===== config.mk =====
export PLATFORM = sky130hd
export DESIGN_NAME = uart_loop_router
export DESIGN_NICKNAME = d
export VERILOG_FILES = /design/src/rtl/uart_loop_router.sv
export SDC_FILE = /design/constraint.sdc
export NUM_CORES = 1
export LEC_CHECK = 0
export BUFFER_PORTS_ARGS = -buffer_cell sky130_fd_sc_hd__buf_2
export CAP_MARGIN = 20
export CORE_MARGIN = 4
export CORE_UTILIZATION = 41
export DETAILED_ROUTE_END_ITERATION = 7
export PLACE_DENSITY = 0.72
export SYNTH_ARGS = -nofsm -noshare
export SYNTH_HDL_FRONTEND = slang
export SYNTH_SLANG_ARGS = --single-unit

===== constraint.sdc =====
create_clock -name clk -period 1.7 [get_ports clk]
set_clock_uncertainty 0.15 [all_clocks]
set_input_delay 0.34 -clock clk [delete_from_list [all_inputs] [get_ports clk]]
set_output_delay 0.34 -clock clk [all_outputs]
set_load 0.005 [all_outputs]

===== src/rtl/uart_loop_router.sv =====
module uart_loop_router #(
  parameter int unsigned OVERSAMPLE = 16
) (
  input  logic       clk,
  input  logic       rst_n,
  input  logic [1:0] mode,
  input  logic       tick16,
  input  logic       tx_sdo,
  input  logic       tx_en,
  input  logic       cts_chk_en,
  input  logic       pin_cts,
  input  logic       pin_rxd,
  input  logic       rx_en,
  input  logic       rts_en,
  input  logic       rx_rts_req,
  input  logic       rx_char_valid,
  input  logic       rx_par_err,
  input  logic       rx_frm_err,
  output logic       pin_txd,
  output logic       rx_sdi,
  output logic       tx_go,
  output logic       pin_rts,
  output logic       rx_active,
  output logic       fifo_wr,
  output logic       err_par,
  output logic       err_frm
);
  localparam int unsigned PW   = (OVERSAMPLE > 2) ? $clog2(OVERSAMPLE) : 1;
  localparam int unsigned MID  = OVERSAMPLE / 2;
  localparam int unsigned LAST = OVERSAMPLE - 1;
  localparam logic [1:0]  M_LOCAL  = 2'b01;
  localparam logic [1:0]  M_REMOTE = 2'b10;

  logic          is_local, is_remote, mode_chg, run;
  logic [1:0]    mode_q;
  logic [PW-1:0] ph_q, ph_n;
  logic          prev_q, hold_q, echo_q, rx_edge;

  assign is_local  = (mode == M_LOCAL);
  assign is_remote = (mode == M_REMOTE);
  assign mode_chg  = (mode != mode_q);
  assign run       = is_remote & ~mode_chg;

  always_ff @(posedge clk or negedge rst_n)
    if (!rst_n) mode_q <= 2'b00;
    else        mode_q <= mode;

  assign rx_edge = (pin_rxd != prev_q);
  assign ph_n    = (rx_edge || ph_q == PW'(LAST)) ? '0 : ph_q + 1'b1;

  always_ff @(posedge clk or negedge rst_n) begin
    if (!rst_n) begin
      ph_q <= '0; prev_q <= 1'b1; hold_q <= 1'b1; echo_q <= 1'b1;
    end else if (!run) begin
      ph_q <= '0; prev_q <= 1'b1; hold_q <= 1'b1; echo_q <= 1'b1;
    end else if (tick16) begin
      ph_q   <= ph_n;
      prev_q <= pin_rxd;
      if (ph_n == PW'(MID)) hold_q <= pin_rxd;
      if (ph_n == '0)       echo_q <= hold_q;
    end
  end

  assign pin_txd   = mode_chg | is_local | (is_remote ? echo_q : tx_sdo);
  assign rx_sdi    = is_local ? tx_sdo : pin_rxd;
  assign tx_go     = is_remote ? 1'b0 :
                     is_local  ? tx_en : (tx_en & (~cts_chk_en | pin_cts));
  assign pin_rts   = ~is_local & rts_en & rx_rts_req;
  assign rx_active = is_local | rx_en;
  assign fifo_wr   = ~is_remote & rx_char_valid;
  assign err_par   = ~is_remote & rx_par_err;
  assign err_frm   = ~is_remote & rx_frm_err;
endmodule


### Word level (Yosys, flattened, before mapping)

Index checks and enable logic that the tools add are counted.

* register bits: 9
* input port bits: 16
* output and inout port bits: 8

* add/sub/neg operators: 1
* equality and inequality tests: 9
* multiplexer cells: 15
* bitwise logic cells: 15
* reduce and logical (&&, ||, !) cells: 4

Operators by type and width (number)
* 2-to-1 mux 1 bit: 12
* 2-to-1 mux 4 bit: 3
* equality test 4 bit, second input constant: 2
* bitwise AND 1 bit: 7
* adder 4 x 1 -> 4 bit, second input constant: 1
* zero test 4 bit: 1
* inequality test 2 x 1 -> 1 bit, second input constant: 2
* NOT 1 bit: 4
* bitwise OR 1 bit: 4
* AND reduction 2 bit: 2
* equality test 2 x 1 -> 1 bit, second input constant: 1
* equality test 2 bit, second input constant: 1
* inequality test 2 bit: 1
* inequality test 2 bit, second input constant: 1
* logical OR 1 bit: 1
* inequality test 1 bit: 1

### Longest topological paths before layout

Gate-level depths: netlist of run 1.

* depth after elaboration: 7
* gate-level depth with buffers: 5
* mapped depth without buffers: 5

### Worst setup path after synthesis of run 1

No wires, ideal clock.

* path type: register to register
* from: register ph_q[0]
* to: register hold_q
* setup time: 0.075 ns
* data arrival time: 1.395 ns
* data required time: 1.475 ns
* setup slack: 0.080 ns
* stages on the path, launching flop included: 5
* path buffers: 0
* period minus slack after synthesis: 1.620 ns
* cell sequence: dfrtp_1 ha_1 a31oi_1 nor4b_2 mux2i_1

* longest elaborated chain between the ends: 6

Ends and longest elaborated chain
* from (decl): RTL line 36 `logic [PW-1:0] ph_q, ph_n;`
* from (signal assigned): RTL line 57 `ph_q <= ph_n;`
* branches (longest 2 deep; another with adder 4 x 1 -> 4 bit)
* 2-to-1 mux 4 bit *: RTL line 49 `assign ph_n = (rx_edge || ph_q == PW'(LAST)) ? '0 : ph_q + 1'b1;`
* equality test 4 bit *: RTL line 59 `if (ph_n == PW'(MID)) hold_q <= pin_rxd;`
* inequality test 2 x 1 -> 1 bit (no line) *
* AND reduction 2 bit (no line) *
* to (signal assigned): RTL line 59
* to (decl): RTL line 37 `logic prev_q, hold_q, echo_q, rx_edge;`

Every way passes the cells marked *.
A chain may end at the register's enable or synchronous reset.

### Worst setup path after layout of run 1

* from: register mode_q[0]
* to: output port pin_txd

* longest elaborated chain between the ends: 3

Ends and longest elaborated chain
* from (decl): RTL line 35 `logic [1:0] mode_q;`
* from (signal assigned): RTL line 46 `else mode_q <= mode;`
* inequality test 2 bit: RTL line 41 `assign mode_chg = (mode != mode_q);`
* bitwise OR 1 bit (2 in a row): RTL line 64 `assign pin_txd = mode_chg | is_local | (is_remote ? echo_q : tx_sdo);`
* to (decl): RTL line 19 `output logic pin_txd,`

Every way passes these cells.

==> impl_metrics.tcl, run 1 <==
set metrics [dict create \
    required_ns 1.21 \
    crit_fanout 2 \
    timing_worst_setup_path_type "reg2out" \
    drt_iter0_drc 16 \
    fp.dieH_um 46.2 \
    gp_congestion 0.787 \
    fin_setup_tns_ns -0.0422 \
    h-tree-depth 1 \
    numClockSinks 9 \
    power_uw 480 \
    ys_seq_elements 9 \
    fin_util 0.619 \
    synth.avg_cell_area_um2 9.33 \
    cts_root_buffer "clkbuf_4" \
    leakage_uw 0.000362 \
    finish.instance_area_um2 826 \
    synth_top_area_share 0.252 \
    grt_pass1_wl_mm 2.06 \
    drt-vias-per-instance 5.35 \
    nets 113 \
    antenna_found_initial 0 \
    place_area_um2 744 \
    firstDrtPassIters 4 \
    synth_area_leaders "dfrtp_1 25%, dfstp_2 13%, a21oi_1 5.9%" \
    yosys_warnings 0 \
    syn_nets 81 \
    syn_inst 64 \
    portBuffers 23 \
    holdPathEnd "mode_q[0]" \
    gr-total-overflow 0 \
    drive_above_1_share 0.484 \
    fin_ws_ns -0.0422 \
    preCtsSetupSlack_ns 0.0234 \
    r2r_end "hold_q" \
    min_period_ns 1.74 \
    dr_total_vias 589 \
    grt_max_degree 10 \
    post_drt_wl_per_cell_um 13.3 \
    cp.arrival_ns 1.25 \
    num_rows 13 \
    status "complete, but fails checks" \
    dp_hpwl_mm 1.06 \
    start_util 0.447 \
    synth_area_leader_cell "dfrtp_1" \
    rr_startpoint "ph_q[0]" \
    tightest_slew_ns 0.286 \
    areaGrowthSynthToFinish_pct 38.4 \
    ys_seq_area_frac 0.384 \
    grt_pass1_vias 513 \
    start_kind "flip-flop" \
    insertion_delay_ns 0.27 \
    clk_pin_slew_worst_paths_ns 0.06 \
    violations "setup timing" \
    hp-class "in2reg" \
    drc_errors 0 \
    die_area_um2 2130 \
    clock.fmax_mhz 574 \
    io_pins 24 \
    max_cap_violations 0 \
    grtUsageTotal 0.138 \
    r2r_cells 4 \
    rrSetupSlack_ns 0.05 \
    drv_slew 0 \
    wl_mm 1.46 \
    tritoncts "yes" \
    holdPathStages 1 \
    syn-cell-area_um2 597 \
    setup_viol 1 \
    rsz0062_at_grt "yes" \
    diodes 0 \
    coreArea_um2 1330 \
    period_share 1.02 \
    peakVddDrop_mv 0.420 \
    hold_start "mode[0]" \
    yosysUniqueCellTypes 31 \
    slew_headroom 0.809 \
    ctsLongestPathBuffers 2 \
    endpoint_kind "output pin" \
    power_density_nw_per_um2 581 \
    cts_buffers 3 \
    report.final.hold_viol_count 0 \
    die_w_um 46.2 \
    ant_nets 0 \
]
==> registers in the layout, summed over array words and instances (netlist names) <==
| signal | flops |
|---|---|
| ph_q | 4 |
| mode_q | 2 |
| echo_q | 1 |
| hold_q | 1 |
| prev_q | 1 |
==> cells in the mapped netlist (all sizes together) <==
library cell and number:
a31oi 2, a21oi 7, dfstp 3, o22ai 1
maj3 1, o21ai 1, mux2 1, mux2i 2
dfrtp 6, inv 2, xor2 2, nand3b 3
ha 1, or3b 1, nor4b 1, a211o 1
xnor2 1, nand2 5, nand3 2, nor4 1
nor2 4, and3 2, clkbuf 1, nand2b 5
o21bai 1, nor2b 1, and2 4, or2 1
buf 1
==> worst max-delay path, cell delays in order, from the launching register on <==
cell and delay, ns:
dfrtp_1 0.38, or2_4 0.25, o22ai_2 0.13, a31oi_1 0.09, buf_2 0.13
==> logic make-up (layout without fill, tap and decap cells) <==
kind of cell,Yosys count,after routing,synth area share
muxes,3,3,0.0524
and+or+nand+nor,30,30,0.317
xor gates and xnor gates,3,3,0.0440
DFF,9,9,0.384
AOI/OAI and AO/OA,13,13,0.126
adders and majority gates,2,2,0.0377
buffers and inverters,4,35,0.0398
==> worst max path at each step <==
stage	startpoint	endpoint	slack [ns]
final	mode_q[0]	pin_txd	-0.04
after global routing	mode_q[0]	pin_txd	-0.08
after CTS	mode_q[0]	pin_txd	-0.07
after detailed placement	pin_cts	tx_go	0.02
after global placement	ph_q[0]	echo_q	0.05
after floorplan	ph_q[0]	hold_q	0.08
==> what timing repair did <==
item                       4_1_cts  5_1_grt
hold buffers                     1        0
hold endpoints to repair         9        0
pin swaps                        1        4
buffers inserted                 1        0
setup endpoints to repair        1        4
gates resized for setup          2        6
==> metrics by stage <==
step,cells,hold WS (ns)
floorplan,64,-0.106
global placement,104,0.0487
detailed placement,104,0.0501
CTS,110,0.0973
global route,110,0.103
finish,110,0.0949
==> where the power goes <==
| part | total (µW) | switching (µW) | internal, µW |
|---|---|---|---|
| clock | 171 | 84.0 | 87.1 |
| combinational | 88.6 | 41.9 | 46.7 |
| sequential | 220 | 2.65 | 218 |
| total | 480 | 129 | 352 |
==> cells in the final DEF (no fill, tap or decap), drive strengths merged <==
master,count
buf,28
a21oi,7
dfrtp,6
nand2,5
nand2b,5
nor2,4
and2,4
nand3b,3
clkbuf,3
dfstp,3
a31oi,2
inv,2
and3,2
nand3,2
mux2i,2
xor2,2
or2,1
o22ai,1
nor4,1
mux2,1
maj3,1
or3b,1
xnor2,1
o21ai,1
nor4b,1
o21bai,1
nor2b,1
a211o,1
ha,1
clkinv,1
dlygate4sd3,1
==> area by class of cell <==
class	instances	area (µm²)
clock buffer	3	22.5
timing repair buffer	29	165
multi-input combinational	51	378
inverter	2	7.51
clock inverter	1	5.00
tap	15	18.8
sequential	9	229
fill	129	508
==> per-layer routing <==
layer  wire [µm]  part of all wire  track usage  vias to the layer above
met5           0                 0            0                        -
met4          71             0.049        0.102                        0
met3          82             0.056       0.0234                        9
met2         766              0.53        0.217                       23
met1         537              0.37        0.166                      274
li1            -                 -            -                      283
Power figures use the tool's default switching activity.
==> run 2, diff against run 1 <==
==> config.mk (replaced) <==
export PLATFORM = sky130hd
export DESIGN_NAME = uart_loop_router
export DESIGN_NICKNAME = d
export VERILOG_FILES = /design/src/rtl/uart_loop_router.sv
export SDC_FILE = /design/constraint.sdc
export NUM_CORES = 1
export LEC_CHECK = 0
export CAP_MARGIN = 20
export CORE_MARGIN = 4
export CORE_UTILIZATION = 45
export DETAILED_ROUTE_END_ITERATION = 7
export DONT_BUFFER_PORTS = 1
export SYNTH_ARGS = -nofsm -noshare
export SYNTH_HDL_FRONTEND = slang
export SYNTH_SLANG_ARGS = --single-unit
==> run 2 against run 1 <==
Compared with the run above: the flow now finishes without violations; clock-buffer cell count grew 1; first-iteration DRC count decreased by 75%; largest cell class unchanged; combinational power is 39% lower; critical path depth is 1 lower; cell count is 21% lower; global-route usage decreased by 0.15 points.
==> impl_metrics.tcl, run 2 (same netlist as run 1, synthesis figures left out) <==
set metrics [dict create \
    timing_worst_setup_path_type "reg2out" \
    grt_pass1_vias 421 \
    drc_errors 0 \
    ant_nets 0 \
    drv_slew 0 \
    post_drt_wl_per_cell_um 14.5 \
    cp.arrival_ns 1.15 \
    die_area_um2 1970 \
    required_ns 1.21 \
    cts_buffers 3 \
    antenna_found_initial 0 \
    fillCellCount 98 \
    diodes 0 \
    tightest_slew_ns 0.398 \
    hp-class "in2reg" \
    grtUsageTotal 0.137 \
    drt_iter0_drc 4 \
    regArea_um2 229 \
    tritoncts "yes" \
    h-tree-depth 1 \
    rrSetupSlack_ns 0.11 \
    slew_headroom 0.734 \
    wl_mm 1.26 \
    status "finished clean" \
    peakVddDrop_mv 0.366 \
    drt-vias-per-instance 5.76 \
    holdPathStages 1 \
    holdWs_ns 0.0540 \
    report.final.hold_viol_count 0 \
    die_w_um 44.4 \
    hold_start "pin_rxd" \
    clk_pin_slew_worst_paths_ns 0.06 \
    ctsLongestPathBuffers 2 \
    start_kind "flip-flop" \
    rsz0062_at_grt "no" \
    cts_root_buffer "clkbuf_4" \
    nets 91 \
    num_rows 12 \
    coreArea_um2 1170 \
    numClockSinks 9 \
    portBuffers 0 \
    areaGrowthSynthToFinish_pct 19.5 \
    dr_total_vias 501 \
    multi_input_area_um2 373 \
    min_period_ns 1.64 \
    rr_startpoint "ph_q[1]" \
    firstDrtPassIters 4 \
    max_cap_violations 0 \
    grt_pass1_wl_mm 1.95 \
    setup_viol 0 \
    dp_hpwl_um 893 \
    grt_max_degree 10 \
    gr-total-overflow 0 \
    clock.fmax_mhz 610 \
    holdPathEnd "prev_q" \
    insertion_delay_ns 0.26 \
    power_density_nw_per_um2 620 \
    period_share 0.964 \
    gp_congestion 0.669 \
    preCtsSetupSlack_ns 0.0721 \
    fin_setup_tns_ns 0 \
    start_util 0.510 \
    crit_fanout 3 \
    drive_above_1_share 0.301 \
    layout_common_cells "6 x a21oi_1, 6 x dfrtp_1, 5 x nand2_1" \
    fp.dieH_um 44.4 \
    fin_ws_ns 0.0618 \
    r2r_end "echo_q" \
    largest_register "ph_q" \
    largest_reg_flops 4 \
    io_pins 24 \
    endpoint_kind "output pin" \
    top_regs "ph_q x4, mode_q x2" \
    leakage_uw 0.000270 \
    r2r_cells 5 \
]
[run 2: changes by cell type in the layout (fill, tap and decap cells not counted), sizes merged]
cell,before,now
clkbuf,3,4
clkinv,1,0
dlygate4sd3,1,3
buf,28,4
[run 2: metal layers]
layer | share of wire | global-route usage | vias to the layer above
li1 | - | - | 242
met4 | 0.013 | 0.0542 | 0
met2 | 0.44 | 0.183 | 18
met3 | 0.075 | 0.0488 | 2
met1 | 0.47 | 0.197 | 239
met5 | 0 | 0 | -
[run 2: worst max-delay path, cell delays in order, from the launching register on]
cell and delay (ns):
dfrtp_1 0.40, or2_4 0.25, o22ai_2 0.12, a31oi_1 0.13
[run 2: layout make-up]
cell class	count	share of cell area
inverter	2	0.0105
clock buffer	4	0.0368
sequential	9	0.321
tap	14	0.0246
timing repair buffer	7	0.0842
multi-input combinational	51	0.523
[run 2: repair_timing]
item	CTS	global route
endpoints found under the setup margin	0	3
resized for setup	0	6
setup buffers	0	1
hold buffers	3	0
endpoints found under the hold margin	11	0
[run 2: per-stage QoR]
stage | cells | power (µW) | instance area [µm²] | util
after floorplan | 64 | 258 | 597 | -
after global placement | 79 | 264 | 621 | 0.530
after detailed placement | 79 | 264 | 621 | 0.530
after CTS | 86 | 440 | 677 | 0.578
after global routing | 87 | 467 | 713 | 0.609
final | 87 | 442 | 713 | 0.609
[run 2: how the worst max path moves through the flow]
stage | startpoint | endpoint | slack (ns) | depth (start not counted)
floorplan | ph_q[0] | hold_q | 0.08 | 4
global placement | ph_q[0] | echo_q | 0.08 | 5
detailed placement | ph_q[0] | echo_q | 0.07 | 5
CTS | mode_q[0] | pin_txd | 0.008 | 3
global route | prev_q | hold_q | 0.007 | 4
finish | mode_q[0] | pin_txd | 0.06 | 3
[run 2: power by group]
part / switching, µW / internal [µW] / total [µW] / leakage (µW)
Clock: 77.0 / 90.6 / 168 / 0.0000150
Sequential: 2.50 / 218 / 220 / 0.000111
Combinational: 26.0 / 28.4 / 54.4 / 0.000144
==> run 3, diff against run 2 <==
==> constraint.sdc (replaced) <==
create_clock -name clk -period 1.8 [get_ports clk]
set_clock_uncertainty 0.15 [all_clocks]
set_input_delay 0.36 -clock clk [delete_from_list [all_inputs] [get_ports clk]]
set_output_delay 0.36 -clock clk [all_outputs]
set_load 0.005 [all_outputs]
==> run 3 against run 2 <==
Compared with the run above: power fell by 7.4%; critical path depth did not move; clock-buffer cell count fell by 1; routed wire length fell by 0.79%; register-to-register slack improved by 0.02 ns; clock power fell by 8%; hold slack improved by 0.015 ns; sequential power fell by 5%; cell count fell by 2.3%; core utilization fell by 3.1 points.
==> impl_metrics.tcl, run 3 (same netlist as run 1, synthesis figures left out) <==
set metrics [dict create \
    status "finished clean" \
    holdWs_ns 0.0691 \
    leakage_uw 0.000260 \
    die_area_um2 1970 \
    tritoncts "yes" \
    cp_top_family "flip-flops" \
    max_cap_violations 0 \
    antenna_found_initial 0 \
    seqPwrFrac 0.507 \
    clkPwrFrac 0.376 \
    drive_above_1_share 0.239 \
    slew_headroom 0.729 \
    regArea_um2 229 \
    dr_total_vias 483 \
    largest_register "ph_q" \
    report.final.hold_viol_count 0 \
    cp.arrival_ns 1.20 \
    drt_iter0_drc 18 \
    rrSetupSlack_ns 0.13 \
    p_int_uw 312 \
    grt_pass1_wl_mm 1.96 \
    grtUsageTotal 0.141 \
    firstDrtPassIters 4 \
    critPathMaxStageDelay_ns 0.38 \
    fp.dieH_um 44.4 \
    crit_fanout 3 \
    hp-class "in2reg" \
    met2_usage 0.201 \
    period_share 0.951 \
    areaGrowthSynthToFinish_pct 13.4 \
    dp_hpwl_um 935 \
    clock.fmax_mhz 584 \
    clk_pin_slew_worst_paths_ns 0.06 \
    cts_root_buffer "clkbuf_4" \
    die_w_um 44.4 \
    required_ns 1.29 \
    nets 89 \
    portBuffers 0 \
    multi_input_area_um2 350 \
    coreArea_um2 1170 \
    drv_slew 0 \
    layout_common_cells "7 x a21oi_1, 6 x dfrtp_1, 5 x nand2_1" \
    cts_buffers 3 \
    insertion_delay_ns 0.26 \
    h-tree-depth 1 \
    layout_commonest_cell "a21oi_1" \
    drt-vias-per-instance 5.68 \
    min_period_ns 1.71 \
    power_density_nw_per_um2 605 \
    met1_usage 0.177 \
    dp_cells 78 \
    layout.cells.non_filler 85 \
    fillCellCount 101 \
    power_uw 410 \
    r2r_cells 5 \
    grt.busiest_layer "met2" \
    top_regs "ph_q x4, mode_q x2" \
    setup_viol 0 \
    gp_congestion 0.752 \
    rr_startpoint "ph_q[0]" \
    cp_num_buf_inv 0 \
    tightest_slew_ns 0.405 \
    cp_slowest_cell "dfrtp_1" \
    holdPathStages 1 \
    crit_chain "or2_2, o22ai_1, a31oi_1" \
    grt_pass1_vias 426 \
    fin_setup_tns_ns 0 \
    ctsLongestPathBuffers 2 \
    cts_setup_buffers 0 \
    io_pins 24 \
    hold_start "pin_rxd" \
    num_rows 12 \
    holdPathEnd "prev_q" \
    post_drt_wl_per_cell_um 14.7 \
    rsz0062_at_grt "no" \
    start_kind "flip-flop" \
    combinationalPowerShare 0.117 \
    gr-total-overflow 0 \
    wl_mm 1.25 \
    p_sw_uw 97.8 \
    grt_max_degree 10 \
    gr-usage-met3 0.0650 \
    peakVddDrop_mv 0.417 \
    r2r_end "echo_q" \
    diodes 0 \
    fin_util 0.578 \
    swShare 0.239 \
    numClockSinks 9 \
    drc_errors 0 \
    start_util 0.510 \
    timing_worst_setup_path_type "reg2out" \
    endpoint_kind "output pin" \
    largest_reg_flops 4 \
    ant_nets 0 \
]
## run 3: changes by cell type in the layout (fill, tap and decap cells not counted)
cell / change
buf_4: -2
a21oi_1: +1
a21oi_2: -1
clkbuf_1: -1
clkinv_2: +1
ha_1: +1
ha_2: -1
o22ai_1: +1
o22ai_2: -1
or2_2: +1
or2_4: -1
xor2_1: +1
xor2_2: -1
## run 3: power by group through the flow
stage          Combinational (µW)  Clock (µW)  Sequential [µW]
2_1_floorplan                32.5           0              211
3_3_place_gp                 38.6           0              211
3_5_place_dp                 38.7           0              211
4_1_cts                      48.2         164              208
5_1_grt                      52.9         179              208
6_report                     47.8         154              208
## run 3: per-stage QoR
stage,worst slack [ns],instance area [µm²]
after floorplan,0.180,597
after global placement,0.115,613
after detailed placement,0.129,613
after CTS,0.0915,671
after global routing,0.0260,677
final,0.0887,677
## run 3: worst max path at each step
| stage | slack [ns] | end | from | cells after the start |
|---|---|---|---|---|
| floorplan | 0.18 | hold_q | ph_q[0] | 4 |
| global placement | 0.12 | echo_q | ph_q[0] | 5 |
| detailed placement | 0.13 | hold_q | ph_q[0] | 5 |
| CTS | 0.09 | pin_txd | mode_q[0] | 3 |
| global route | 0.03 | hold_q | ph_q[0] | 5 |
| finish | 0.09 | pin_txd | mode_q[0] | 3 |
## run 3: layer usage
metal	vias to the layer above	wire, µm
met3	2	97
met5	-	0
met2	19	565
met1	224	579
met4	0	9
li1	238	-
## run 3: timing repair
item / CTS / global route
gates resized for setup: 0 / 1
endpoints found under the setup margin: 0 / 2
hold buffers: 3 / 0
hold endpoints to repair: 11 / 0
## run 3: worst register-to-register path: cells and delay by family, from the launching register on
kind	cells	cell delay, ns
AND/OR/NAND/NOR	1	0.18
multiplexers	1	0.21
AO/OA/AOI/OAI	2	0.34
adder cells (fa/ha/maj)	1	0.31
flip-flops	1	0.41
## run 3: final cells by class
type | count | area share
clock buffers | 3 | 0.0333
clock inverters | 1 | 0.00739
inverters | 2 | 0.0111
multi-input cells | 51 | 0.518
flip-flops and latches | 9 | 0.338
well taps | 14 | 0.0259
repair buffers | 5 | 0.0665
